`src/rtl/crop_win_pkg.sv`:
```
package crop_win_pkg;
  localparam int WIN_W  = 10;
  localparam int BYTE_W = 8;

  typedef enum logic [1:0] {
    STD_60HZ = 2'd0,
    STD_PAL  = 2'd1,
    STD_SECAM = 2'd2,
    STD_ALT  = 2'd3
  } vidStd_e;

  // strobes from sync control to the counting datapath
  typedef struct packed {
    logic frameStart;
    logic lineStart;
    logic pixStep;
  } syncStrobe_t;

  typedef struct packed {
    logic [WIN_W-1:0] vDelay;
    logic [WIN_W-1:0] vActive;
    logic [WIN_W-1:0] hDelay;
    logic [WIN_W-1:0] hActive;
  } winCfg_t;
endpackage

```
`src/rtl/crop_win_regs.sv`:
```
module crop_win_regs
  import crop_win_pkg::*;
#(
  parameter int ADDR_W = 3,
  parameter logic [BYTE_W-1:0] RST_VDLY = 8'h12,
  parameter logic [BYTE_W-1:0] RST_VACT = 8'hF0,
  parameter logic [BYTE_W-1:0] RST_HDLY = 8'h0F,
  parameter logic [BYTE_W-1:0] RST_HACT = 8'hD0,
  parameter logic [BYTE_W-1:0] RST_HI   = 8'h02
) (
  input  logic              clk,
  input  logic              rstN,
  input  logic              wrEn,
  input  logic [ADDR_W-1:0] addr,
  input  logic [BYTE_W-1:0] wrData,
  input  logic [1:0]        stdSel,
  input  logic              vact50Hold,
  output logic [BYTE_W-1:0] rdData,
  output winCfg_t           cfg
);
  localparam int HI_W = WIN_W - BYTE_W;
  localparam int HI_HACT_LSB = 0;
  localparam int HI_HDLY_LSB = HI_W;
  localparam int HI_VACT_LSB = 2 * HI_W;
  localparam int HI_VDLY_LSB = 3 * HI_W;
  localparam int N_VACT_BANK = 2;
  localparam int N_HDLY_BANK = 3;
  localparam int HDLY_SEL_W  = $clog2(N_HDLY_BANK);
  localparam logic [ADDR_W-1:0] A_VDLY = ADDR_W'(0);
  localparam logic [ADDR_W-1:0] A_VACT = ADDR_W'(1);
  localparam logic [ADDR_W-1:0] A_HDLY = ADDR_W'(2);
  localparam logic [ADDR_W-1:0] A_HACT = ADDR_W'(3);
  localparam logic [ADDR_W-1:0] A_HI   = ADDR_W'(4);

  logic [BYTE_W-1:0] vDlyLo, hActLo, hiReg;
  logic [N_VACT_BANK-1:0][BYTE_W-1:0] vActBank;
  logic [N_HDLY_BANK-1:0][BYTE_W-1:0] hDlyBank;
  logic [N_VACT_BANK-1:0] vActWe;
  logic [N_HDLY_BANK-1:0] hDlyWe;

  vidStd_e std;
  logic is50;
  logic vActAccess;
  logic vActUse;
  logic [HDLY_SEL_W-1:0] hDlySel;

  assign std        = vidStd_e'(stdSel);
  assign is50       = (std == STD_PAL) || (std == STD_SECAM);
  assign vActAccess = is50;
  assign vActUse    = is50 && !vact50Hold;

  always_comb begin
    case (std)
      STD_PAL:   hDlySel = HDLY_SEL_W'(1);
      STD_SECAM: hDlySel = HDLY_SEL_W'(2);
      default:   hDlySel = '0;
    endcase
  end

  always_comb begin
    vActWe = '0;
    hDlyWe = '0;
    if (wrEn && addr == A_VACT) vActWe[vActAccess] = 1'b1;
    if (wrEn && addr == A_HDLY) hDlyWe[hDlySel]    = 1'b1;
  end

  always_ff @(posedge clk or negedge rstN) begin
    if (!rstN) begin
      vDlyLo <= RST_VDLY;
      hActLo <= RST_HACT;
      hiReg  <= RST_HI;
      for (int b = 0; b < N_VACT_BANK; b++) vActBank[b] <= RST_VACT;
      for (int b = 0; b < N_HDLY_BANK; b++) hDlyBank[b] <= RST_HDLY;
    end else begin
      if (wrEn && addr == A_VDLY) vDlyLo <= wrData;
      if (wrEn && addr == A_HACT) hActLo <= wrData;
      if (wrEn && addr == A_HI)   hiReg  <= wrData;
      for (int b = 0; b < N_VACT_BANK; b++)
        if (vActWe[b]) vActBank[b] <= wrData;
      for (int b = 0; b < N_HDLY_BANK; b++)
        if (hDlyWe[b]) hDlyBank[b] <= wrData;
    end
  end

  always_comb begin
    case (addr)
      A_VDLY:  rdData = vDlyLo;
      A_VACT:  rdData = vActBank[vActAccess];
      A_HDLY:  rdData = hDlyBank[hDlySel];
      A_HACT:  rdData = hActLo;
      A_HI:    rdData = hiReg;
      default: rdData = '0;
    endcase
  end

  assign cfg.vDelay  = {hiReg[HI_VDLY_LSB +: HI_W], vDlyLo};
  assign cfg.vActive = {hiReg[HI_VACT_LSB +: HI_W], vActBank[vActUse]};
  assign cfg.hDelay  = {hiReg[HI_HDLY_LSB +: HI_W], hDlyBank[hDlySel]};
  assign cfg.hActive = {hiReg[HI_HACT_LSB +: HI_W], hActLo};

  p_unused_idx_r1: assert property (@(posedge clk) disable iff (!rstN)
    (wrEn && addr > A_HI) |=> ($stable(vDlyLo) && $stable(hActLo) && $stable(hiReg)
                               && $stable(vActBank) && $stable(hDlyBank)));

  p_vact_bank_r3: assert property (@(posedge clk) disable iff (!rstN)
    (wrEn && addr == A_VACT && is50) |=> (vActBank[1] == $past(wrData) && $stable(vActBank[0])));

  p_hdly_pal_r4: assert property (@(posedge clk) disable iff (!rstN)
    (wrEn && addr == A_HDLY && std == STD_PAL)
      |=> (hDlyBank[1] == $past(wrData) && $stable(hDlyBank[0]) && $stable(hDlyBank[2])));
endmodule

```
`src/rtl/crop_win_ctrl.sv`:
```
module crop_win_ctrl
  import crop_win_pkg::*;
(
  input  logic        clk,
  input  logic        rstN,
  input  logic        vsync,
  input  logic        hsync,
  input  logic        pixValid,
  output syncStrobe_t strb
);
  logic vsPrev, hsPrev;

  // previous levels reset high so a sync held high through reset is not an edge
  always_ff @(posedge clk or negedge rstN) begin
    if (!rstN) begin
      vsPrev <= 1'b1;
      hsPrev <= 1'b1;
    end else begin
      vsPrev <= vsync;
      hsPrev <= hsync;
    end
  end

  assign strb.frameStart = vsync && !vsPrev;
  assign strb.lineStart  = hsync && !hsPrev;
  assign strb.pixStep    = pixValid && !strb.frameStart && !strb.lineStart;

  p_single_frame_edge_r6: assert property (@(posedge clk) disable iff (!rstN)
    strb.frameStart |=> !strb.frameStart);

  p_single_line_edge_r7: assert property (@(posedge clk) disable iff (!rstN)
    strb.lineStart |=> !strb.lineStart);
endmodule

```
`src/rtl/crop_win_datapath.sv`:
```
module crop_win_datapath
  import crop_win_pkg::*;
#(
  parameter int CNT_W = WIN_W + 1
) (
  input  logic        clk,
  input  logic        rstN,
  input  syncStrobe_t strb,
  input  winCfg_t     cfg,
  output logic        lineActive,
  output logic        pixActive,
  output logic        cropValid
);
  localparam logic [CNT_W-1:0] CNT_MAX = '1;

  winCfg_t work;
  logic [CNT_W-1:0] lineCnt, pixCnt;
  logic [CNT_W-1:0] vStart, vEnd, hStart, hEnd;

  always_ff @(posedge clk or negedge rstN) begin
    if (!rstN) begin
      work    <= '0;
      lineCnt <= CNT_MAX;
    end else if (strb.frameStart) begin
      work    <= cfg;
      lineCnt <= '0;
    end else if (strb.lineStart && lineCnt != CNT_MAX) begin
      lineCnt <= lineCnt + 1'b1;
    end
  end

  always_ff @(posedge clk or negedge rstN) begin
    if (!rstN)                                pixCnt <= CNT_MAX;
    else if (strb.lineStart)                  pixCnt <= '0;
    else if (strb.pixStep && pixCnt != CNT_MAX) pixCnt <= pixCnt + 1'b1;
  end

  assign vStart = CNT_W'(work.vDelay);
  assign vEnd   = CNT_W'(work.vDelay) + CNT_W'(work.vActive);
  assign hStart = CNT_W'(work.hDelay);
  assign hEnd   = CNT_W'(work.hDelay) + CNT_W'(work.hActive);

  assign lineActive = (lineCnt >= vStart) && (lineCnt < vEnd);
  assign pixActive  = (pixCnt >= hStart) && (pixCnt < hEnd);
  assign cropValid  = lineActive && pixActive && strb.pixStep;

  p_zero_window_r10: assert property (@(posedge clk) disable iff (!rstN)
    (work.vActive == '0 || work.hActive == '0) |-> !cropValid);

  p_hold_cfg_r9: assert property (@(posedge clk) disable iff (!rstN)
    !strb.frameStart |=> $stable(work));

  p_frame_clears_line_r6: assert property (@(posedge clk) disable iff (!rstN)
    strb.frameStart |=> (lineCnt == '0));

  p_pix_restart_r7: assert property (@(posedge clk) disable iff (!rstN)
    (strb.lineStart && !strb.frameStart) |=> (pixCnt == '0));
endmodule

```
`src/rtl/crop_window_gen.sv`:
```
module crop_window_gen
  import crop_win_pkg::*;
#(
  parameter int ADDR_W = 3
) (
  input  logic              clk,
  input  logic              rstN,
  input  logic              vsync,
  input  logic              hsync,
  input  logic              pixValid,
  input  logic [1:0]        stdSel,
  input  logic              vact50Hold,
  input  logic              regWrEn,
  input  logic [ADDR_W-1:0] regAddr,
  input  logic [7:0]        regWrData,
  output logic [7:0]        regRdData,
  output logic              lineActive,
  output logic              pixActive,
  output logic              cropValid
);
  syncStrobe_t strb;
  winCfg_t     cfg;

  crop_win_regs #(.ADDR_W(ADDR_W)) i_regs (
    .clk(clk), .rstN(rstN), .wrEn(regWrEn), .addr(regAddr), .wrData(regWrData),
    .stdSel(stdSel), .vact50Hold(vact50Hold), .rdData(regRdData), .cfg(cfg)
  );

  crop_win_ctrl i_ctrl (
    .clk(clk), .rstN(rstN), .vsync(vsync), .hsync(hsync), .pixValid(pixValid), .strb(strb)
  );

  crop_win_datapath i_dp (
    .clk(clk), .rstN(rstN), .strb(strb), .cfg(cfg),
    .lineActive(lineActive), .pixActive(pixActive), .cropValid(cropValid)
  );

  logic seenFrame;
  always_ff @(posedge clk or negedge rstN) begin
    if (!rstN)               seenFrame <= 1'b0;
    else if (strb.frameStart) seenFrame <= 1'b1;
  end

  p_idle_before_frame_r11: assert property (@(posedge clk) disable iff (!rstN)
    !seenFrame |-> (!lineActive && !cropValid));

  p_crop_needs_strobe_r8: assert property (@(posedge clk) disable iff (!rstN)
    cropValid |-> pixValid);
endmodule

```
`config.mk`:
```
export PLATFORM = sky130hd
export DESIGN_NAME = crop_window_gen
export DESIGN_NICKNAME = d
export VERILOG_FILES = /design/src/rtl/crop_win_pkg.sv /design/src/rtl/crop_win_regs.sv /design/src/rtl/crop_win_ctrl.sv /design/src/rtl/crop_win_datapath.sv /design/src/rtl/crop_window_gen.sv
export SDC_FILE = /design/constraint.sdc
export NUM_CORES = 1
export LEC_CHECK = 0
export BUFFER_PORTS_ARGS = -buffer_cell sky130_fd_sc_hd__buf_2
export CAP_MARGIN = 20
export CORE_MARGIN = 1.5
export CORE_UTILIZATION = 55
export CTS_CLUSTER_DIAMETER = 100
export DETAILED_ROUTE_END_ITERATION = 12
export PLACE_DENSITY = 0.73
export SYNTH_ARGS = -nofsm -noshare
export SYNTH_HDL_FRONTEND = slang
export SYNTH_SLANG_ARGS = --single-unit
```
`constraint.sdc`:
```
create_clock -name clk -period 4 [get_ports clk]
set_input_delay 0.6 -clock clk [delete_from_list [all_inputs] [get_ports clk]]
set_output_delay 0.6 -clock clk [all_outputs]
set_load 0.02 [all_outputs]
```
* After elaboration in Yosys (flattened, before gate mapping)
Index checks and enable logic that the tools add are counted.
** Word-level totals
- Bits in registers :: 128
- Input port bits :: 20
- Output and inout bits :: 11
- Logic and storage cells :: 82
** Cells by class
- Add/subtract/negate cells :: 4
- Magnitude comparators :: 9
- Equal/unequal tests :: 8
- Muxes and demuxes :: 18
- Reductions and logical operators :: 27
** Operators with widths (count)
- $mux 11 :: 4
- $mux 8 :: 5
- $pmux 8 s5 :: 1
- $add 10x10->11 :: 2
- $add 11x1->11 const B :: 2
- $ge 11x10->1 :: 2
- $lt 11x11->1 :: 2
- $ne 11x11->1 const B :: 2
- $logic_and 1x1->1 :: 18
- $bmux 8 s2 :: 1
- $eq 3x2->1 const B :: 2
- $logic_not 1->1 :: 5
- $lt 1x2->1 const B :: 2
- $pmux 2 s2 :: 1
- $reduce_bool 2->1 :: 2
- $eq 3x1->1 const B :: 1
- $eq 3x3->1 const B :: 1
- $logic_not 3->1 :: 1
- $lt 2x3->1 const B :: 1
- $mux 3 :: 1
- $demux 1 s2 :: 1
- $eq 2x1->1 const B :: 1
- $eq 2x2->1 const B :: 1
- $ge 2x1->1 const B :: 1
- other kinds (5) :: 6

* Longest topological paths before layout
- Depth in word-level cells :: 8
- Depth in mapped cells :: 14
- Mapped depth without buffers :: 14

* Modules after synthesis
From an unflattened synthesis, not the netlist that was laid out.
** Unflattened totals
- Cells, all modules :: 667
- Area total of the unflattened synthesis :: 7632.3 um^2
** Modules (own cells, without submodules)
- crop_win_datapath :: times used 1, cells an instance 431, area an instance 4306.6 um^2, seq. area each 1579.0 um^2
- crop_win_regs :: times used 1, cells an instance 231, area an instance 3243.1 um^2, seq. area each 1634.1 um^2
- crop_win_ctrl :: times used 1, cells an instance 5, area an instance 82.6 um^2, seq. area each 52.6 um^2

* Worst setup path before layout
No wires, ideal clock.
- Kind :: register -> output
- Start :: reg i_dp.work (netlist bit i_dp.vStart[0])
- End :: out cropValid
- Arrival :: 3.209 ns
- Required time :: 3.400 ns
- Slack :: 0.191 ns
- Cell stages (with the launch flop) :: 15
- Buffers on the path :: 0
- Cell sequence :: dfrtp_1 > ha_1 > fa_1 > a21o_1 > a21oi_1 > nor2b_1 > o21ai_0 > a21oi_1 > xnor2_1 > ha_1 > a21oi_1 > nor2b_1 > a2111oi_4 > a211oi_2 > nor4_2
** On the way
- Cells in the longest elaborated chain, start to end :: 5
- Elaborated cells on any way between the ends :: 6
- Those cells by class :: 1 x add/sub; 2 x order compare; 3 x reduce/logical
** RTL lines
- start: declaration :: RTL line crop_win_datapath.sv:16 : winCfg_t work;
- start signal: assignment :: RTL line crop_win_datapath.sv:25 : work <= cfg;
- $add 10x10->11 :: RTL line crop_win_datapath.sv:39 : assign vEnd = CNT_W'(work.vDelay) + CNT_W'(work.vActive);
- $lt 11x11->1 :: RTL line crop_win_datapath.sv:43 : assign lineActive = (lineCnt >= vStart) && (lineCnt < vEnd);
- $logic_and 1x1->1 (*) :: RTL line crop_win_datapath.sv:43
- $logic_and 1x1->1 (*) (2 in a row) :: RTL line crop_win_datapath.sv:45 : assign cropValid = lineActive && pixActive && strb.pixStep;
- end: declaration :: RTL line crop_window_gen.sv:19 : output logic cropValid
Mark *: on every way between the ends. The rest lies on a longest branch, timed or not.

* Final worst setup path
- Start :: reg i_dp.work[20] (netlist bit)
- End :: out cropValid
** On the way
- Cells in the longest elaborated chain, start to end :: 5
** RTL lines (RTL line)
- $add 10x10->11 :: crop_win_datapath.sv:39
- $lt 11x11->1 :: crop_win_datapath.sv:43
- $logic_and 1x1->1 :: crop_win_datapath.sv:43
- $logic_and 1x1->1 (2 in a row) :: crop_win_datapath.sv:45
No other way between the ends.

==> impl_metrics.tcl <==
set metrics [dict create \
    place.gp.congestion 0.8296 \
    worst-r2r-setup-slack_ns 1.83 \
    cts_max_level 4 \
    grt_use_total_pct 24.90 \
    syn_nets 813 \
    synth_top_area_share_pct 26.05 \
    area_of_the_multi_input_gates_sq_um 4095 \
    crit_path_cell_trace "ha_4 > fa_2 > a21o_1 > a21oi_2 > buf_4 > xor2_1 > ha_1 > a21o_1 > a21oi_2 > o21ai_2 > a2111oi_4 > a211oi_2 > nor4_2 > buf_4" \
    synthDominantAreaCellType "dfrtp_1" \
    hold_buffers 0 \
    netlist_top_cells_area "dfrtp_1 26%, dfstp_2 18%, ha_1 11%, mux2_2 9.5%, nand2_1 4.5%" \
    final_cells 962 \
    worst_slew_margin_rel_pct 55.93 \
    vias_in_the_first_global_route 5582 \
    dpl_worst_slack_ns -0.01786 \
    die_boundary_height_um 119.7 \
    run_status "finished, violations left" \
    grt_setup_unrepaired "true" \
    timing.final.hold_violations 0 \
    worst-path-max-fanout 2 \
    crit_slowest_cell "dfrtp_1" \
    cpLargestDelayFamily "compound AO/OA/AOI/OAI gates" \
    numPortBuffers 30 \
    p_per_area_nw_per_um2 561.4 \
    ys_warn_count 0 \
    clock_tree.root_cell "clkbuf_16" \
    post_dp_cell_area_sq_um 7833 \
    synth.distinct_cells 53 \
    grt_pass1_wl_um 27740 \
    post-place-cells 915 \
    antenna_cells_inserted 0 \
    wl_per_cell_um 17.81 \
    final.setup_skew_ns 0.005876 \
    dp_hpwl_um 12130 \
    max_freq_mhz 240.0 \
    final_period_minus_worst_setup_slack_ns 4.166 \
    async_reset_ff_share_pct 100.0 \
    tritoncts_clock_tree "done" \
    cts.sinks 128 \
    ioPinCount 31 \
    clock_insertion_delay_worst_skew_ns 0.42 \
    sequential_cell_area_sq_um 3267 \
    synthesis.instances 726 \
    initial_core_util_pct 56.36 \
    design_area_sq_um 8676 \
    min_period_over_period_pct 104.2 \
    setup_viol 3 \
    remaining_overflow_grt 0 \
    routed_via_density 5.814 \
    syn2layout_area_growth_pct 15.78 \
    grt_antenna_before_repair 0 \
    critPathCaptureType "primary output" \
    dieWidth_um 119.7 \
    std_cell_rows 42 \
    failed_checks "negative setup slack" \
    clock_tree.buffer_depth 2 \
    total_routed_wirelength_um 17140 \
    vias 5593 \
    edff_count_synth 0 \
    drive_gt1_share_pct 29.39 \
    timing.final.max_slew_violations 0 \
    timing.critical_path.buf_inv 2 \
    synthFlopType "dfrtp_1" \
    number_of_buffers_added_by_the_clock_tree_synthesis_step 17 \
    slew_at_the_pin_with_the_worst_max_slew_slack_ns 0.6575 \
    ys_ff_latch 128 \
    remaining_drc_errors 0 \
    data_required_time_at_the_worst_endpoint_ns 3.40 \
    first_pass_iters 5 \
    mappedNetlistArea_sq_um 7493 \
    syn_avg_cell_area_sq_um 10.32 \
    path_clk_slew_ns 0.06 \
    synth_common_cells "90 x nand2_1, 78 x dfrtp_1, 65 x ha_1" \
    drv.max_cap_violation_count 0 \
    filler_cell_count 1019 \
    floorplan.die_area_sq_um 14330 \
    critPathKind "register to primary output" \
    grt_max_degree 81 \
    residual_antenna_violating_net_count_after_detailed_routing 0 \
    worst-endpoint-arrival_ns 3.57 \
    synthMostInstantiatedCell "nand2_1" \
    leakage_nw 3.938 \
    power.ir.vdd_worst_v 0.0004224 \
    number_of_drc_markers_after_the_initial_detailed_route_iteration 386 \
    critPathLaunchType "register" \
    worstHoldPathType "primary input to asynchronous set/reset pin" \
    synth_sequential_area_ratio_pct 43.58 \
    fp.coreArea_sq_um 13300 \
    postLayoutSetupSlackWorst_ns -0.1660 \
    nNetsFinal 860 \
    worst_path_largest_cell_delay_ns 0.41 \
    design_power_mw 4.871 \
]
==> layout make-up <==
| cell class | count | area share [%] |
|---|---|---|
| inverters | 30 | 1.298 |
| flip-flops and latches | 128 | 37.65 |
| clock inverters | 15 | 2.322 |
| well taps | 176 | 2.538 |
| repair buffers | 51 | 4.081 |
| clock buffers | 17 | 4.903 |
| multi-input cells | 545 | 47.20 |
==> routing by layer <==
metal | vias up | track usage (%) | wire [um]
met4 | 0 | 9.301 | 440
met5 | - | 0 | 0
met2 | 134 | 40.09 | 8110
met1 | 2729 | 32.49 | 7798
li1 | 2688 | - | -
met3 | 42 | 6.464 | 790
==> state kept, by name, indices dropped and copies added (netlist names) <==
| signal | count |
|---|---|
| i_regs.vDlyLo | 8 |
| i_regs.hActLo | 8 |
| i_regs.vActBank | 16 |
| i_dp.work | 20 |
| i_dp.vStart | 10 |
| i_ctrl.hsPrev | 1 |
| i_regs.hiReg | 8 |
| i_dp.hStart | 10 |
| i_ctrl.vsPrev | 1 |
| i_dp.lineCnt | 11 |
| i_dp.pixCnt | 11 |
| i_regs.hDlyBank | 24 |
==> logic make-up after synthesis <==
group	after synthesis	synth area share, %
and+or+nand+nor	215	13.39
AOI/OAI and AO/OA	143	12.22
DFF	128	43.58
muxes	94	13.62
adders and majority gates	67	11.39
buffers and inverters	53	2.755
xor gates and xnor gates	26	3.039
==> where the power goes <==
part           total (mW)  leakage (nW)  internal, mW  switching [mW]
Sequential           1.81          1.49          1.61           0.203
Combinational        1.43          2.14         0.662           0.765
Clock                1.63         0.307          1.00           0.635
Total                4.87          3.94          3.27            1.60
==> worst paths after layout <==
kind / from / endpoint / depth (start not counted)
worst min-delay path: rstN / i_dp.pixCnt[1]$_DFFE_PN1P_ / 1
min in group clk: vsync / i_ctrl.vsPrev$_DFF_PN1_ / 1
worst min register to register: i_dp.work[3]$_DFFE_PN0P_ / i_dp.work[3]$_DFFE_PN0P_ / 2
worst max-delay path: i_dp.work[20]$_DFFE_PN0P_ / cropValid / 14
worst max register to register: i_ctrl.vsPrev$_DFF_PN1_ / i_dp.pixCnt[9]$_DFFE_PN1P_ / 7
max in group asynchronous: rstN / i_regs.vActBank[15]$_DFFE_PN1P_ / 2
==> layout by cell type, fill, tap and decap left out, drive strengths merged, types with 11 or more instances in the layout <==
cell type	n
nand2	90
dfrtp	78
ha	65
mux2	64
nor2	55
buf	51
dfstp	50
a21oi	44
o21ai	42
inv	35
mux2i	30
clkbuf	17
xor2	16
nand3	15
nor2b	12
a21o	11
==> metrics by stage <==
| stage | util (%) | hold slack [ns] | setup TNS [ns] |
|---|---|---|---|
| after floorplan | - | 0.3044 | 0 |
| after global placement | 58.91 | 0.4680 | 0 |
| after detailed placement | 58.91 | 0.4721 | -0.01786 |
| after CTS | 64.53 | 0.2802 | -0.4664 |
| after global routing | 65.26 | 0.1581 | -1.066 |
| final | 65.26 | 0.1742 | -0.2822 |
==> timing repair <==
item	4_1_cts	5_1_grt
endpoints found under the setup margin	3	3
pin swaps	10	16
setup buffers	9	5
resized for setup	17	7
Power figures use the tool's default switching activity.
